### config.mk
export PLATFORM = sky130hd
export DESIGN_NAME = desc_chain_walker
export DESIGN_NICKNAME = d
export VERILOG_FILES = /design/src/rtl/dtw_pkg.sv /design/src/rtl/dtw_fifo.sv /design/src/rtl/dtw_credit.sv /design/src/rtl/desc_chain_walker.sv
export SDC_FILE = /design/constraint.sdc
export NUM_CORES = 1
export LEC_CHECK = 0
export BUFFER_PORTS_ARGS = -buffer_cell sky130_fd_sc_hd__buf_2
export CAP_MARGIN = 20
export CORE_ASPECT_RATIO = 1.25
export CORE_MARGIN = 3
export CORE_UTILIZATION = 41
export DETAILED_ROUTE_END_ITERATION = 8
export PLACE_DENSITY = 0.63
export SKIP_LAST_GASP = 1
export SLEW_MARGIN = 25
export SYNTH_ARGS = -nofsm -noshare
export SYNTH_HDL_FRONTEND = slang
export SYNTH_SLANG_ARGS = --single-unit
### constraint.sdc
create_clock -name clk -period 13.8 [get_ports clk]
set_input_delay 3.45 -clock clk [delete_from_list [all_inputs] [get_ports clk]]
set_output_delay 3.45 -clock clk [all_outputs]
set_load 0.03 [all_outputs]
### src/rtl/dtw_pkg.sv
package dtw_pkg;
  typedef enum logic [2:0] {
    ST_IDLE,
    ST_CREDIT,
    ST_PTR_REQ,
    ST_PTR_WAIT,
    ST_ENT_REQ,
    ST_ENT_WAIT,
    ST_FILL
  } walk_state_e;
endpackage

### src/rtl/dtw_fifo.sv
// Capture buffer: holds words while the walker waits for credit or memory.
module dtw_fifo #(
  parameter int W     = 32,
  parameter int DEPTH = 16   // power of two
) (
  input  logic         clk,
  input  logic         rst_n,
  input  logic         flush,
  input  logic         push,
  input  logic [W-1:0] din,
  input  logic         pop,
  output logic [W-1:0] dout,
  output logic         full,
  output logic         empty
);
  localparam int AW = (DEPTH > 1) ? $clog2(DEPTH) : 1;

  logic [W-1:0] store [DEPTH];
  logic [AW-1:0] wr_ptr, rd_ptr;
  logic [AW:0]   count;

  assign full  = (count == (AW+1)'(DEPTH));
  assign empty = (count == '0);
  assign dout  = store[rd_ptr];

  always_ff @(posedge clk) begin
    if (!rst_n || flush) begin
      wr_ptr <= '0;
      rd_ptr <= '0;
      count  <= '0;
    end else begin
      if (push) begin
        store[wr_ptr] <= din;
        wr_ptr <= (wr_ptr == AW'(DEPTH-1)) ? '0 : wr_ptr + 1'b1;
      end
      if (pop)
        rd_ptr <= (rd_ptr == AW'(DEPTH-1)) ? '0 : rd_ptr + 1'b1;
      case ({push, pop})
        2'b10:   count <= count + 1'b1;
        2'b01:   count <= count - 1'b1;
        default: count <= count;
      endcase
    end
  end

  AST_FIFO_NO_OVERRUN: assert property (@(posedge clk) disable iff (!rst_n)
    (push && !flush) |-> !full);
  AST_FIFO_NO_UNDERRUN: assert property (@(posedge clk) disable iff (!rst_n)
    (pop && !flush) |-> !empty);
endmodule

### src/rtl/dtw_credit.sv
// Table credit counter: host adds credits, walker takes one per table.
module dtw_credit #(
  parameter int CW = 4
) (
  input  logic clk,
  input  logic rst_n,
  input  logic clear,
  input  logic inc,
  input  logic take,
  output logic has_credit
);
  localparam logic [CW-1:0] CMAX = '1;

  logic [CW-1:0] cnt;

  assign has_credit = (cnt != '0);

  always_ff @(posedge clk) begin
    if (!rst_n || clear) begin
      cnt <= '0;
    end else begin
      case ({inc, take})
        2'b10:   cnt <= (cnt == CMAX) ? cnt : cnt + 1'b1;
        2'b01:   cnt <= cnt - 1'b1;
        default: cnt <= cnt;
      endcase
    end
  end

  AST_CREDIT_TAKE_NONZERO: assert property (@(posedge clk) disable iff (!rst_n)
    take |-> has_credit);
endmodule

### src/rtl/desc_chain_walker.sv
module desc_chain_walker
  import dtw_pkg::*;
#(
  parameter int FRAME_W       = 20,
  parameter int PAGE_WORDS    = 1024,
  parameter int TABLE_ENTRIES = 511,
  parameter int FIFO_DEPTH    = 16,
  parameter int CREDIT_W      = 4
) (
  input  logic                    clk,
  input  logic                    rst_n,
  input  logic [FRAME_W-1:0]      first_frame_i,
  input  logic                    start_i,
  input  logic                    stop_i,
  input  logic                    credit_clear_i,
  input  logic                    credit_inc_i,
  input  logic                    in_valid_i,
  output logic                    in_ready_o,
  input  logic [30:0]             in_data_i,
  output logic                    mem_req_o,
  output logic                    mem_we_o,
  output logic [FRAME_W+11:0]     mem_addr_o,
  output logic [31:0]             mem_wdata_o,
  input  logic                    mem_ready_i,
  input  logic                    mem_rvalid_i,
  input  logic [FRAME_W-1:0]      mem_rdata_i
);
  localparam int OFF_W = 12;
  localparam int ENT_W = $clog2(TABLE_ENTRIES + 1);
  localparam int WRD_W = (PAGE_WORDS > 1) ? $clog2(PAGE_WORDS) : 1;

  walk_state_e        state;
  logic [FRAME_W-1:0] table_frame, next_frame, data_frame;
  logic [ENT_W-1:0]   ent_idx;
  logic [WRD_W-1:0]   word_idx;
  logic               gap_q;

  logic        running, fifo_full, fifo_empty, push, drop, pop, accept;
  logic        has_credit, take;
  logic [31:0] fifo_dout;

  assign running    = (state != ST_IDLE);
  assign in_ready_o = !running || !fifo_full;
  assign push       = running && in_valid_i && !fifo_full && !stop_i;
  assign drop       = running && in_valid_i && fifo_full;
  assign take       = (state == ST_CREDIT) && has_credit && !stop_i;
  assign accept     = mem_req_o && mem_ready_i;
  assign pop        = (state == ST_FILL) && accept && !stop_i;

  dtw_fifo #(.W(32), .DEPTH(FIFO_DEPTH)) u_fifo (
    .clk   (clk),
    .rst_n (rst_n),
    .flush (stop_i || !running),
    .push  (push),
    .din   ({gap_q, in_data_i}),
    .pop   (pop),
    .dout  (fifo_dout),
    .full  (fifo_full),
    .empty (fifo_empty)
  );

  dtw_credit #(.CW(CREDIT_W)) u_credit (
    .clk        (clk),
    .rst_n      (rst_n),
    .clear      (credit_clear_i),
    .inc        (credit_inc_i),
    .take       (take),
    .has_credit (has_credit)
  );

  // Memory request generation
  always_comb begin
    mem_req_o   = 1'b0;
    mem_we_o    = 1'b0;
    mem_addr_o  = '0;
    mem_wdata_o = fifo_dout;
    case (state)
      ST_PTR_REQ: begin
        mem_req_o  = 1'b1;
        mem_addr_o = {table_frame, OFF_W'(0)};
      end
      ST_ENT_REQ: begin
        mem_req_o  = 1'b1;
        mem_addr_o = {table_frame, OFF_W'(ent_idx) << 2};
      end
      ST_FILL: begin
        mem_req_o  = !fifo_empty;
        mem_we_o   = 1'b1;
        mem_addr_o = {data_frame, OFF_W'(word_idx) << 2};
      end
      default: ;
    endcase
  end

  // Gap tag: set by a dropped word, cleared by the next accepted word
  always_ff @(posedge clk) begin
    if (!rst_n || !running || stop_i) gap_q <= 1'b0;
    else if (drop)                    gap_q <= 1'b1;
    else if (push)                    gap_q <= 1'b0;
  end

  // Walk sequencer
  always_ff @(posedge clk) begin
    if (!rst_n) begin
      state       <= ST_IDLE;
      table_frame <= '0;
      next_frame  <= '0;
      data_frame  <= '0;
      ent_idx     <= '0;
      word_idx    <= '0;
    end else if (stop_i) begin
      state <= ST_IDLE;
    end else begin
      case (state)
        ST_IDLE: if (start_i) begin
          table_frame <= first_frame_i;
          state       <= ST_CREDIT;
        end
        ST_CREDIT: if (has_credit) state <= ST_PTR_REQ;
        ST_PTR_REQ: if (accept) state <= ST_PTR_WAIT;
        ST_PTR_WAIT: if (mem_rvalid_i) begin
          next_frame <= mem_rdata_i;
          ent_idx    <= ENT_W'(1);
          state      <= ST_ENT_REQ;
        end
        ST_ENT_REQ: if (accept) state <= ST_ENT_WAIT;
        ST_ENT_WAIT: if (mem_rvalid_i) begin
          data_frame <= mem_rdata_i;
          word_idx   <= '0;
          state      <= ST_FILL;
        end
        ST_FILL: if (accept) begin
          if (word_idx == WRD_W'(PAGE_WORDS - 1)) begin
            if (ent_idx == ENT_W'(TABLE_ENTRIES)) begin
              table_frame <= next_frame;
              state       <= ST_CREDIT;
            end else begin
              ent_idx <= ent_idx + 1'b1;
              state   <= ST_ENT_REQ;
            end
          end else begin
            word_idx <= word_idx + 1'b1;
          end
        end
        default: state <= ST_IDLE;
      endcase
    end
  end

  AST_REQ_HELD: assert property (@(posedge clk) disable iff (!rst_n)
    (mem_req_o && !mem_ready_i && !stop_i) |=>
      (mem_req_o && $stable(mem_addr_o) && $stable(mem_we_o)));
  AST_STOP_SILENCES: assert property (@(posedge clk) disable iff (!rst_n)
    stop_i |=> (!mem_req_o && in_ready_o));
  AST_NO_READ_WITHOUT_CREDIT: assert property (@(posedge clk) disable iff (!rst_n)
    ($past(state) == ST_CREDIT && !$past(has_credit) && !$past(stop_i)) |-> !mem_req_o);
endmodule

# Yosys cells after proc, flatten, opt, wreduce, memory -nomap -nowiden
# Memories as Yosys holds them, arrays and structs flattened. A register that Yosys moved wholly into a read port is not among the register bits.
# Cells that the tools add are included.
dict set report classes {
  addsub 8
  n_eq_ne 28
  mux 39
  bitwise_logic 2
  n_reduce_logical 39
}
# operator count
set op_table {}
lappend op_table {{$pmux 32 s3} 1}
lappend op_table {{$mux 20} 4}
lappend op_table {{$pmux 20 s2} 1}
lappend op_table {{$mux 9} 4}
lappend op_table {{$mux 10} 3}
lappend op_table {{$mux 3} 9}
lappend op_table {{$pmux 3 s7} 1}
lappend op_table {{$mux 4} 5}
lappend op_table {{$ne 2x2->1 const B} 10}
lappend op_table {{$pmux 10 s2} 1}
lappend op_table {{$pmux 9 s2} 1}
lappend op_table {{$add 4x1->4 const B} 3}
lappend op_table {{$eq 4x4->1 const B} 3}
lappend op_table {{$reduce_and 6->1} 2}
lappend op_table {{$reduce_bool 2->1} 6}
lappend op_table {{$add 10x1->10 const B} 1}
lappend op_table {{$eq 10x10->1 const B} 1}
lappend op_table {{$pmux 5 s2} 1}
lappend op_table {{$add 9x1->9 const B} 1}
lappend op_table {{$eq 3x3->1 const B} 3}
lappend op_table {{$eq 9x9->1 const B} 1}
lappend op_table {{$logic_and 1x1->1} 9}
lappend op_table {{$pmux 4 s2} 1}
lappend op_table {{$reduce_and 8->1} 1}
lappend op_table {{22 further kinds} 43}
dict set report word_totals {
  regBits 100
  ramBits 512
  input_bits 80
  out_inout_bits 67
  wordCells 128
  n_memories 1
}
# memory depth word_bits rd rd_ports_with_merged_regs wr line
set mem_list {}
lappend mem_list {u_fifo.store 16 32 1 1 1 dtw_fifo.sv:18} ;# logic [W-1:0] store [DEPTH];

# Depth between registers and ports, before layout
# Gate-level depths: netlist of the first run.
dict set report depth {
  depth_word 8
  ltp_mapped 15
  depth_no_buf 13
}

# By module
# A second synthesis of the first run with hierarchy kept.
dict set report unflattened {
  hier_cells 1452
  area_unflattened_um2 24512.3
}
# mod instances cells_each area_per_inst_um2 seq_area_each_um2
set modules_own_cells {}
lappend modules_own_cells {dtw_fifo 1 908 20104.3 15715.1}
lappend modules_own_cells {desc_chain_walker 1 512 4134.0 1661.6}
lappend modules_own_cells {dtw_credit 1 32 274.0 80.1}

# Worst setup path after synthesis of the first run
# No wires, ideal clock.
dict set report synth_timing {
  path_type {input-to-reg}
  from {input rst_n}
  to {memory u_fifo.store[3][0] (enable)}
  setup_time_ns 0.461
  arrival_ns 6.970
  required_time_ns 13.339
  setup_slack_ns 6.369
  path_stages 5
  path_buffers 1
  cell_sequence {clkbuf_1 > nand2_1 > a2111oi_0 > nand2_1 > nor3_1}
}
dict set report synth_via {
  elab_chain_len 4
}
# element line
set synth_rtl {}
lappend synth_rtl {{start, declared} desc_chain_walker.sv:11} ;# input logic rst_n,
lappend synth_rtl {{$logic_not 1->1} dtw_fifo.sv:27} ;# if (!rst_n || flush) begin
lappend synth_rtl {{$logic_or 1x1->1} dtw_fifo.sv:27}
lappend synth_rtl {{$mux 1} dtw_fifo.sv:27}
lappend synth_rtl {{$mux 1 (implied by the code)} dtw_fifo.sv:33} ;# store[wr_ptr] <= din;
lappend synth_rtl {{end, declared} dtw_fifo.sv:18}
# No other way between the ends.

# Worst setup path after layout of the first run
dict set report layout_timing {
  from {register state[0]}
  to {output mem_addr_o[22]}
}
dict set report layout_via {
  elab_chain_len 2
  elab_cells_between_ends 4
  cone_classes {eq/ne (3); mux (1)}
}
# element line
set layout_rtl {}
lappend layout_rtl {{start, declared} desc_chain_walker.sv:32} ;# walk_state_e state;
lappend layout_rtl {{start signal, assigned} desc_chain_walker.sv:105} ;# state <= ST_IDLE;
lappend layout_rtl {{start signal, assigned} desc_chain_walker.sv:112} ;# state <= ST_IDLE;
lappend layout_rtl {{start signal, assigned} desc_chain_walker.sv:117} ;# state <= ST_CREDIT;
lappend layout_rtl {{$eq 3x3->1 / $eq 3x2->1 (equally long branches)} desc_chain_walker.sv:77} ;# case (state)
lappend layout_rtl {{$pmux 32 s3 (*)} desc_chain_walker.sv:77}
lappend layout_rtl {{end, declared} desc_chain_walker.sv:22} ;# output logic [FRAME_W+11:0] mem_addr_o,
# Mark *: on every way between the ends. The rest lies on a longest branch, timed or not.

==> impl_metrics.toml, run 1 <==
[final_layout]
area.growth.synth_to_final_pct = 15.8
instances_no_fill = 2354
post_route_cells_drive_above_1_share_pct = 28.9
final_util_pct = 48.2
nNetsFinal = 1641
final_common_cell = "edfxtp_1"
n_fill_cell = 4894
antennaDiodeCount = 0
final_cell_mix = "512 x edfxtp_1, 160 x mux4_2, 151 x nand2_1"

[route]
drc_errors = 0
routedWlPerCell_microns = 23.2
vias = 13300
first_pass_iters = 5
antenna_left = 0
vias_per_cell = 5.63
wirelength_microns = 54700
drtIter0Drc = 1019

[hold_path]
hold_depth = 2
holdCritPathClass = "flip-flop to flip-flop"
min-delay-start = "next_frame[18]"
worstHoldEndpoint = "next_frame[18]"

[placement]
gp_congestion = 0.805
place_hpwl_microns = 29900
dp_cells = 2243
port_buffers = 144

[grt]
grt_overflow = 0
antenna_found_initial = 2
track_usage_pct = 17.3
grt_pass1_wl_microns = 83600
grt_pass1_vias = 13800
grt_max_degree = 77

[floorplan]
die_x_microns = 224
start_util_pct = 41.7
core_area_sq_um = 58700
num_rows = 99
die_area_sq_um = 62600
die_h_microns = 279
io_pins = 147

[pwr]
vdd_drop_max_v = 0.0000928
pwr_density_cell_nw_per_um2 = 136
p_leak_nw = 8.92

[worst_setup_path]
start_kind = "flip-flop"
critPathKind = "flip-flop to output port"
end_kind = "output port"
r2r-start = "state[0]"
cpPeakStageDelay_ns = 0.74
cp_slowest_cell = "clkinv_2"
critPathMaxFanout = 55
critical_path_buf_inv_count = 3
path_delay_family = "buffers and inverters"
reg2reg_slack_ns = 8.97
r2r_cells = 14
cp_cell_sequence = "and2b_4 -> nand2_2 -> buf_4 -> clkinv_2 -> a22o_1 -> buf_2"
worstReg2RegEnd = "u_fifo.count[4]"
worstPathRequired_ns = 10.35
crit_arrival_ns = 3.52

[synthesis]
synth_top_area_share_pct = 62.9
synthesis.instances = 1396
yosysTopAreaCell = "edfxtp_1"
ys_seq_area_share_pct = 71.4
synth_edf_count = 512
async_reset_ff_share_pct = 0
ys.warnings.count = 0
synth_top_cells_by_area = "edfxtp_1 63%, mux4_2 15%, dfxtp_1 8.5%"
synth.distinct_cells = 72
ys_ff_latch = 616
ys.flop_type = "edfxtp_1"
syn-cell-area_sq_um = 24500
avgSynthCellArea_sq_um = 17.5

[cts]
cts-root-buf = "clkbuf_16"
clk_pin_slew_ns = 0.06
cts_tree = "built"
post_cts_resize_count = 0
postCtsSetupBuffers = 0
holdBufCountCts = 0
clk_path_buf_depth = 3
cts_buffers = 59
insertion_delay_ns = 0.62
htree_num_levels = 2
cts_num_sinks = 616

[timing]
fin_tns_setup_ns = 0
relSlewSlack_pct = 32.0
hold_violations = 0
worst_pin_slew_ns = 1.02
fmax_mhz = 143
min_period_ns = 6.97
fin_crit_sh_pct = 50.5
clock_skew_ns = 0.0172
slew_violations = 0
rsz0062_at_grt = "no"
finalSetupViolCount = 0

[status]
outcome = "completed"

[job]
drv_cap = 0
## per-stage QoR
stage	power, mW	hold slack [ns]	setup WS (ns)	cell area (sq um)
2_1_floorplan	2.09	0.437	6.37	24500
3_3_place_gp	2.12	0.442	6.94	26100
3_5_place_dp	2.13	0.447	7.37	26200
4_1_cts	3.88	0.455	6.68	28300
5_1_grt	3.96	0.470	6.48	28300
6_report	3.84	0.455	6.83	28300
## worst register-to-register path, delay by kind of cell, from the launching register on
kind	cells	cell delay, ns
buffers and inverters	3	1.29
DFF	1	0.68
adders and majority gates	2	0.59
AOI/OAI and AO/OA	5	1.33
and+or+nand+nor	3	0.66
xor gates and xnor gates	1	0.19
## routing by layer
layer  share of wire (%)  track usage, %  vias to the layer above
li1                    -               -                     5888
met1                  40            22.1                     6892
met2                  52            30.9                      408
met3                 5.6            3.23                       69
met4                 1.9            3.93                        2
met5               0.020               0                        -
## synthesized netlist by cell type, types with 13 or more instances
master and n:
edfxtp_1 512, mux4_2 160, nand2_1 151, dfxtp_1 104
a21oi_1 67, nor2_1 65, clkbuf_1 58, a311oi_1 21
a22o_1 20, nand3_1 16, o21ai_0 14, ha_1 13
or3_1 13
## sequential cells by signal (all words and copies together), names as in the netlist, named ones only
register       flops
gap_q              1
u_fifo.count       5
ent_idx            9
data_frame        20
state              3
u_fifo.rd_ptr      4
u_credit.cnt       4
next_frame        20
table_frame       20
u_fifo.store     512
word_idx          10
u_fifo.wr_ptr      4
## worst max-delay path by stage
| stage | startpoint | slack (ns) | to | cells after the start |
|---|---|---|---|---|
| 3_3_place_gp | flip-flop | 6.94 | mem_wdata_o[26] | 4 |
| 6_report | state[0] | 6.83 | mem_addr_o[22] | 6 |
| 5_1_grt | state[0] | 6.48 | mem_req_o | 7 |
| 4_1_cts | flip-flop | 6.68 | mem_wdata_o[26] | 4 |
| 2_1_floorplan | rst_n | 6.37 | u_fifo.store[3][0] | 5 |
| 3_5_place_dp | flip-flop | 7.37 | mem_wdata_o[26] | 4 |
## where the power goes
group          internal (mW)  switching [mW]
clock network           1.06           0.692
logic                 0.0205          0.0471
registers               2.02         0.00423
total                   3.10           0.743
## logic make-up (layout without fill, tap and decap cells)
| logic type | Yosys count | after routing | synth area share [%] |
|---|---|---|---|
| buffers and inverters | 99 | 299 | 1.65 |
| xor gates and xnor gates | 8 | 8 | 0.286 |
| other | 1 | 2 | 0.0153 |
| AOI/OAI and AO/OA | 182 | 182 | 5.10 |
| and+or+nand+nor | 305 | 305 | 5.64 |
| adders and majority gates | 14 | 14 | 0.747 |
| muxes | 171 | 171 | 15.2 |
| DFF | 616 | 616 | 71.4 |
## cell type report
| class | count | area [sq um] | area share [%] |
|---|---|---|---|
| clock buffers | 67 | 1530 | 5.40 |
| clock inverters | 44 | 621 | 2.19 |
| inverters | 15 | 57.6 | 0.203 |
| multi-input cells | 682 | 6740 | 23.8 |
| flip-flops and latches | 616 | 17500 | 61.7 |
| well taps | 757 | 947 | 3.34 |
| repair buffers | 173 | 962 | 3.40 |
(Power assumes the default switching activity.)
==> run 2, diff against run 1 <==
==> constraint.sdc (replaced) <==
create_clock -name clk -period 6.48 [get_ports clk]
set_input_delay 1.62 -clock clk [delete_from_list [all_inputs] [get_ports clk]]
set_output_delay 1.62 -clock clk [all_outputs]
set_load 0.03 [all_outputs]
==> impl_metrics.toml, run 2 (synthesis results as in run 1) <==
[placement]
port_buffers = 144
place_hpwl_microns = 30400
gp_congestion = 0.828
dp_cells = 2248

[hold_path]
holdCritPathClass = "flip-flop to flip-flop"
min-delay-start = "next_frame[0]"
worstHoldEndpoint = "next_frame[0]"
hold_depth = 2

[timing]
fmax_mhz = 195
min_period_ns = 5.12
fin_tns_setup_ns = 0
hold_violations = 0
slew_violations = 0
fin_crit_sh_pct = 79.0
rsz0062_at_grt = "no"
clock_skew_ns = 0.0317
relSlewSlack_pct = 28.3
finalSetupViolCount = 0
worst_pin_slew_ns = 1.07

[cts]
cts_tree = "built"
insertion_delay_ns = 0.62
cts_num_sinks = 616
cts-root-buf = "clkbuf_16"
htree_num_levels = 2
cts_buffers = 58
clk_pin_slew_ns = 0.06
clk_path_buf_depth = 3
post_cts_resize_count = 0
holdBufCountCts = 0
postCtsSetupBuffers = 0

[grt]
track_usage_pct = 17.4
grt_pass1_vias = 13700
grt_pass1_wl_microns = 83500
grt_max_degree = 73
antenna_found_initial = 2
grt_overflow = 0

[final_layout]
multiInputGateArea_sq_um = 6740
seqCellArea_sq_um = 17500
n_fill_cell = 4947
final_common_cell = "edfxtp_1"
largest_register = "u_fifo.store"
area.growth.synth_to_final_pct = 15.6
nNetsFinal = 1646
final_cell_mix = "512 x edfxtp_1, 160 x mux4_2, 151 x nand2_1"
instances_no_fill = 2361
largest_register_ffs = 512
post_route_cells_drive_above_1_share_pct = 29.3

[worst_setup_path]
worstReg2RegEnd = "u_fifo.count[4]"
start_kind = "flip-flop"
worstPathRequired_ns = 4.86
critPathKind = "flip-flop to output port"
end_kind = "output port"
reg2reg_slack_ns = 1.89
crit_arrival_ns = 3.50
r2r_cells = 14
r2r-start = "state[2]"
critPathMaxFanout = 42

[floorplan]
num_rows = 99
die_area_sq_um = 62600
die_h_microns = 279
io_pins = 147
die_x_microns = 224
start_util_pct = 41.7
core_area_sq_um = 58700

[pwr]
p_leak_nw = 8.91
vdd_drop_max_v = 0.000204
pwr_density_cell_nw_per_um2 = 284

[route]
vias = 13200
drtIter0Drc = 1167
wirelength_microns = 54300
vias_per_cell = 5.60
drc_errors = 0
first_pass_iters = 5
routedWlPerCell_microns = 23.0
antenna_left = 0

[status]
outcome = "completed"

[job]
drv_cap = 0
-- run 2: cell types whose count changed in the layout (fill, tap and decap cells not counted), sizes merged --
cell / change
buf: +6
bufinv: -3
clkbuf: +3
clkinv: -3
clkinvlp: +1
diode: +2
inv: +1
-- run 2: worst max-delay path by stage --
stage / start / endpoint / slack, ns / cells past startpoint
2_1_floorplan: rst_n / u_fifo.store[3][0] / 0.88 / 5
3_3_place_gp: rst_n / u_fifo.store[11][23] / 1.87 / 7
3_5_place_dp: rst_n / u_fifo.store[7][21] / 1.91 / 7
4_1_cts: state[2] / mem_addr_o[16] / 1.38 / 7
5_1_grt: state[2] / mem_addr_o[16] / 1.20 / 7
6_report: state[2] / mem_addr_o[16] / 1.36 / 7
-- run 2: layout make-up --
class / instances / share of cell area [%]
Tap cell: 757 / 3.35
Multi-Input combinational cell: 682 / 23.8
Timing Repair Buffer: 179 / 3.64
Inverter: 15 / 0.199
Antenna cell: 2 / 0.0177
Clock inverter: 40 / 1.85
Clock buffer: 70 / 5.37
Sequential cell: 616 / 61.8
-- run 2: through the flow --
step | cell area, sq um | utilization, % | hold slack, ns | setup WS (ns) | total power, mW
3_5_place_dp | 26200 | 44.6 | 0.448 | 1.91 | 4.53
5_1_grt | 28300 | 48.2 | 0.475 | 1.20 | 8.29
2_1_floorplan | 24500 | - | 0.437 | 0.879 | 4.45
6_report | 28300 | 48.2 | 0.454 | 1.36 | 8.04
4_1_cts | 28200 | 48.1 | 0.456 | 1.38 | 8.12
3_3_place_gp | 26200 | 44.6 | 0.442 | 1.87 | 4.52
-- run 2: critical path, stage by stage (launching register included) --
cell and delay [ns]:
dfxtp_1 0.75, and2b_4 0.30, nand2_2 0.15, buf_4 0.28, inv_2 0.66, buf_4 0.34, a22o_1 0.18, buf_2 0.20
-- run 2: layer usage --
metal	GRT usage, %	wire [microns]	up-vias
li1	-	-	5909
met1	22.7	22100	6821
met2	30.5	28000	420
met3	3.25	3250	65
met4	4.24	956	2
met5	0	9	-
-- run 2: power by group --
group / total, mW / leakage (nW) / switching, mW / internal (mW)
Sequential: 4.30 / 5.42 / 0.00951 / 4.29
Combinational: 0.144 / 2.50 / 0.100 / 0.0437
Clock: 3.60 / 0.996 / 1.48 / 2.12
Total: 8.04 / 8.91 / 1.59 / 6.46
==> run 3, diff against run 2 <==
==> constraint.sdc (replaced) <==
create_clock -name clk -period 5.19 [get_ports clk]
set_input_delay 1.2975 -clock clk [delete_from_list [all_inputs] [get_ports clk]]
set_output_delay 1.2975 -clock clk [all_outputs]
set_load 0.03 [all_outputs]
==> impl_metrics.toml, run 3 (synthesis results as in run 1) <==
[cts]
cts_num_sinks = 616
post_cts_resize_count = 0
holdBufCountCts = 0
cts_buffers = 58
insertion_delay_ns = 0.62
postCtsSetupBuffers = 0
cts_tree = "built"
clk_path_buf_depth = 3
cts-root-buf = "clkbuf_16"
htree_num_levels = 2
clk_pin_slew_ns = 0.06

[route]
wl_met1_microns = 21900
vias = 13200
wirelength_microns = 53600
first_pass_iters = 5
drc_errors = 0
routedWlPerCell_microns = 22.8
routed.top_layer = "met5"
dr_wl_met3_microns = 3210
antenna_left = 0
route.met2.wl_microns = 27400
vias_per_cell = 5.61
drtIter0Drc = 1154

[pwr]
pwr_density_cell_nw_per_um2 = 347
p_leak_nw = 8.83
vdd_drop_max_v = 0.000273

[grt]
grt_pass1_wl_microns = 83100
track_usage_pct = 17.2
antenna_found_initial = 2
grt_max_degree = 73
grt_overflow = 0
grt_pass1_vias = 13800

[worst_setup_path]
critPathMaxFanout = 32
end_kind = "output port"
critPathKind = "flip-flop to output port"
worstPathRequired_ns = 3.89
start_kind = "flip-flop"
crit_arrival_ns = 3.07

[floorplan]
io_pins = 147
die_area_sq_um = 62600
core_area_sq_um = 58700
num_rows = 99
die_h_microns = 279
start_util_pct = 41.7
die_x_microns = 224

[timing]
setup_slack_ns = 0.819
rsz0062_at_grt = "no"
fin_tns_setup_ns = 0
slew_violations = 0
fin_crit_sh_pct = 84.2
fmax_mhz = 229
relSlewSlack_pct = 30.1
worst_pin_slew_ns = 1.05
min_period_ns = 4.37
finalSetupViolCount = 0
hold_violations = 0
clock_skew_ns = 0.0201

[final_layout]
final_common_cell = "edfxtp_1"
post_route_cells_drive_above_1_share_pct = 28.6
n_fill_cell = 4933
area.growth.synth_to_final_pct = 15.4
nNetsFinal = 1647
largest_register_ffs = 512
final_cell_mix = "512 x edfxtp_1, 160 x mux4_2, 151 x nand2_1"
instances_no_fill = 2354
largest_register = "u_fifo.store"

[job]
drv_cap = 0

[status]
outcome = "completed"

[hold_path]
holdCritPathClass = "flip-flop to flip-flop"

[placement]
place_hpwl_microns = 29800
post-place-ws_ns = 1.09
gp_congestion = 0.793
port_buffers = 144
dp_cells = 2250
## run 3: critical path, cell delays in order (launching register included)
cell	delay (ns)
dfxtp_4	0.79
buf_4	0.39
mux4_2	0.54
mux4_2	0.51
buf_2	0.20
## run 3: stage by stage
stage	power, mW	hold WS (ns)	area [sq um]	utilization, %
global route	10.1	0.468	28200	48.1
finish	9.80	0.454	28200	48.1
global placement	5.64	0.443	26300	44.8
floorplan	5.55	0.437	24500	-
detailed placement	5.65	0.447	26300	44.8
CTS	9.90	0.455	28200	48.1
## run 3: where the power goes
part	switching (mW)	internal (mW)	total [mW]
Clock	1.81	2.45	4.25
Combinational	0.124	0.0547	0.179
Sequential	0.0107	5.36	5.37
## run 3: layout make-up
class / instances / area [sq um] / share of cell area [%]
Tap cell: 757 / 947 / 3.36
Sequential cell: 616 / 17500 / 61.9
Clock inverter: 30 / 363 / 1.29
Multi-Input combinational cell: 682 / 6760 / 24.0
Clock buffer: 73 / 1540 / 5.46
Timing Repair Buffer: 180 / 1080 / 3.82
Antenna cell: 1 / 2.50 / 0.00887
Inverter: 15 / 56.3 / 0.200
## run 3: final timing paths
kind,from,end,slack [ns],cells past startpoint
worst max register to register,state[2],u_fifo.count[4],1.53,11
worst max-delay path,flip-flop,mem_wdata_o[20],0.82,4
worst min register to register,next_frame[16],next_frame[16],0.45,2
worst min-delay path,next_frame[16],next_frame[16],0.45,2
## run 3: layer usage
layer,global-route usage [%],vias up
met5,0,-
met4,4.27,2
met3,3.58,88
met2,29.7,385
met1,22.3,6836
li1,-,5892
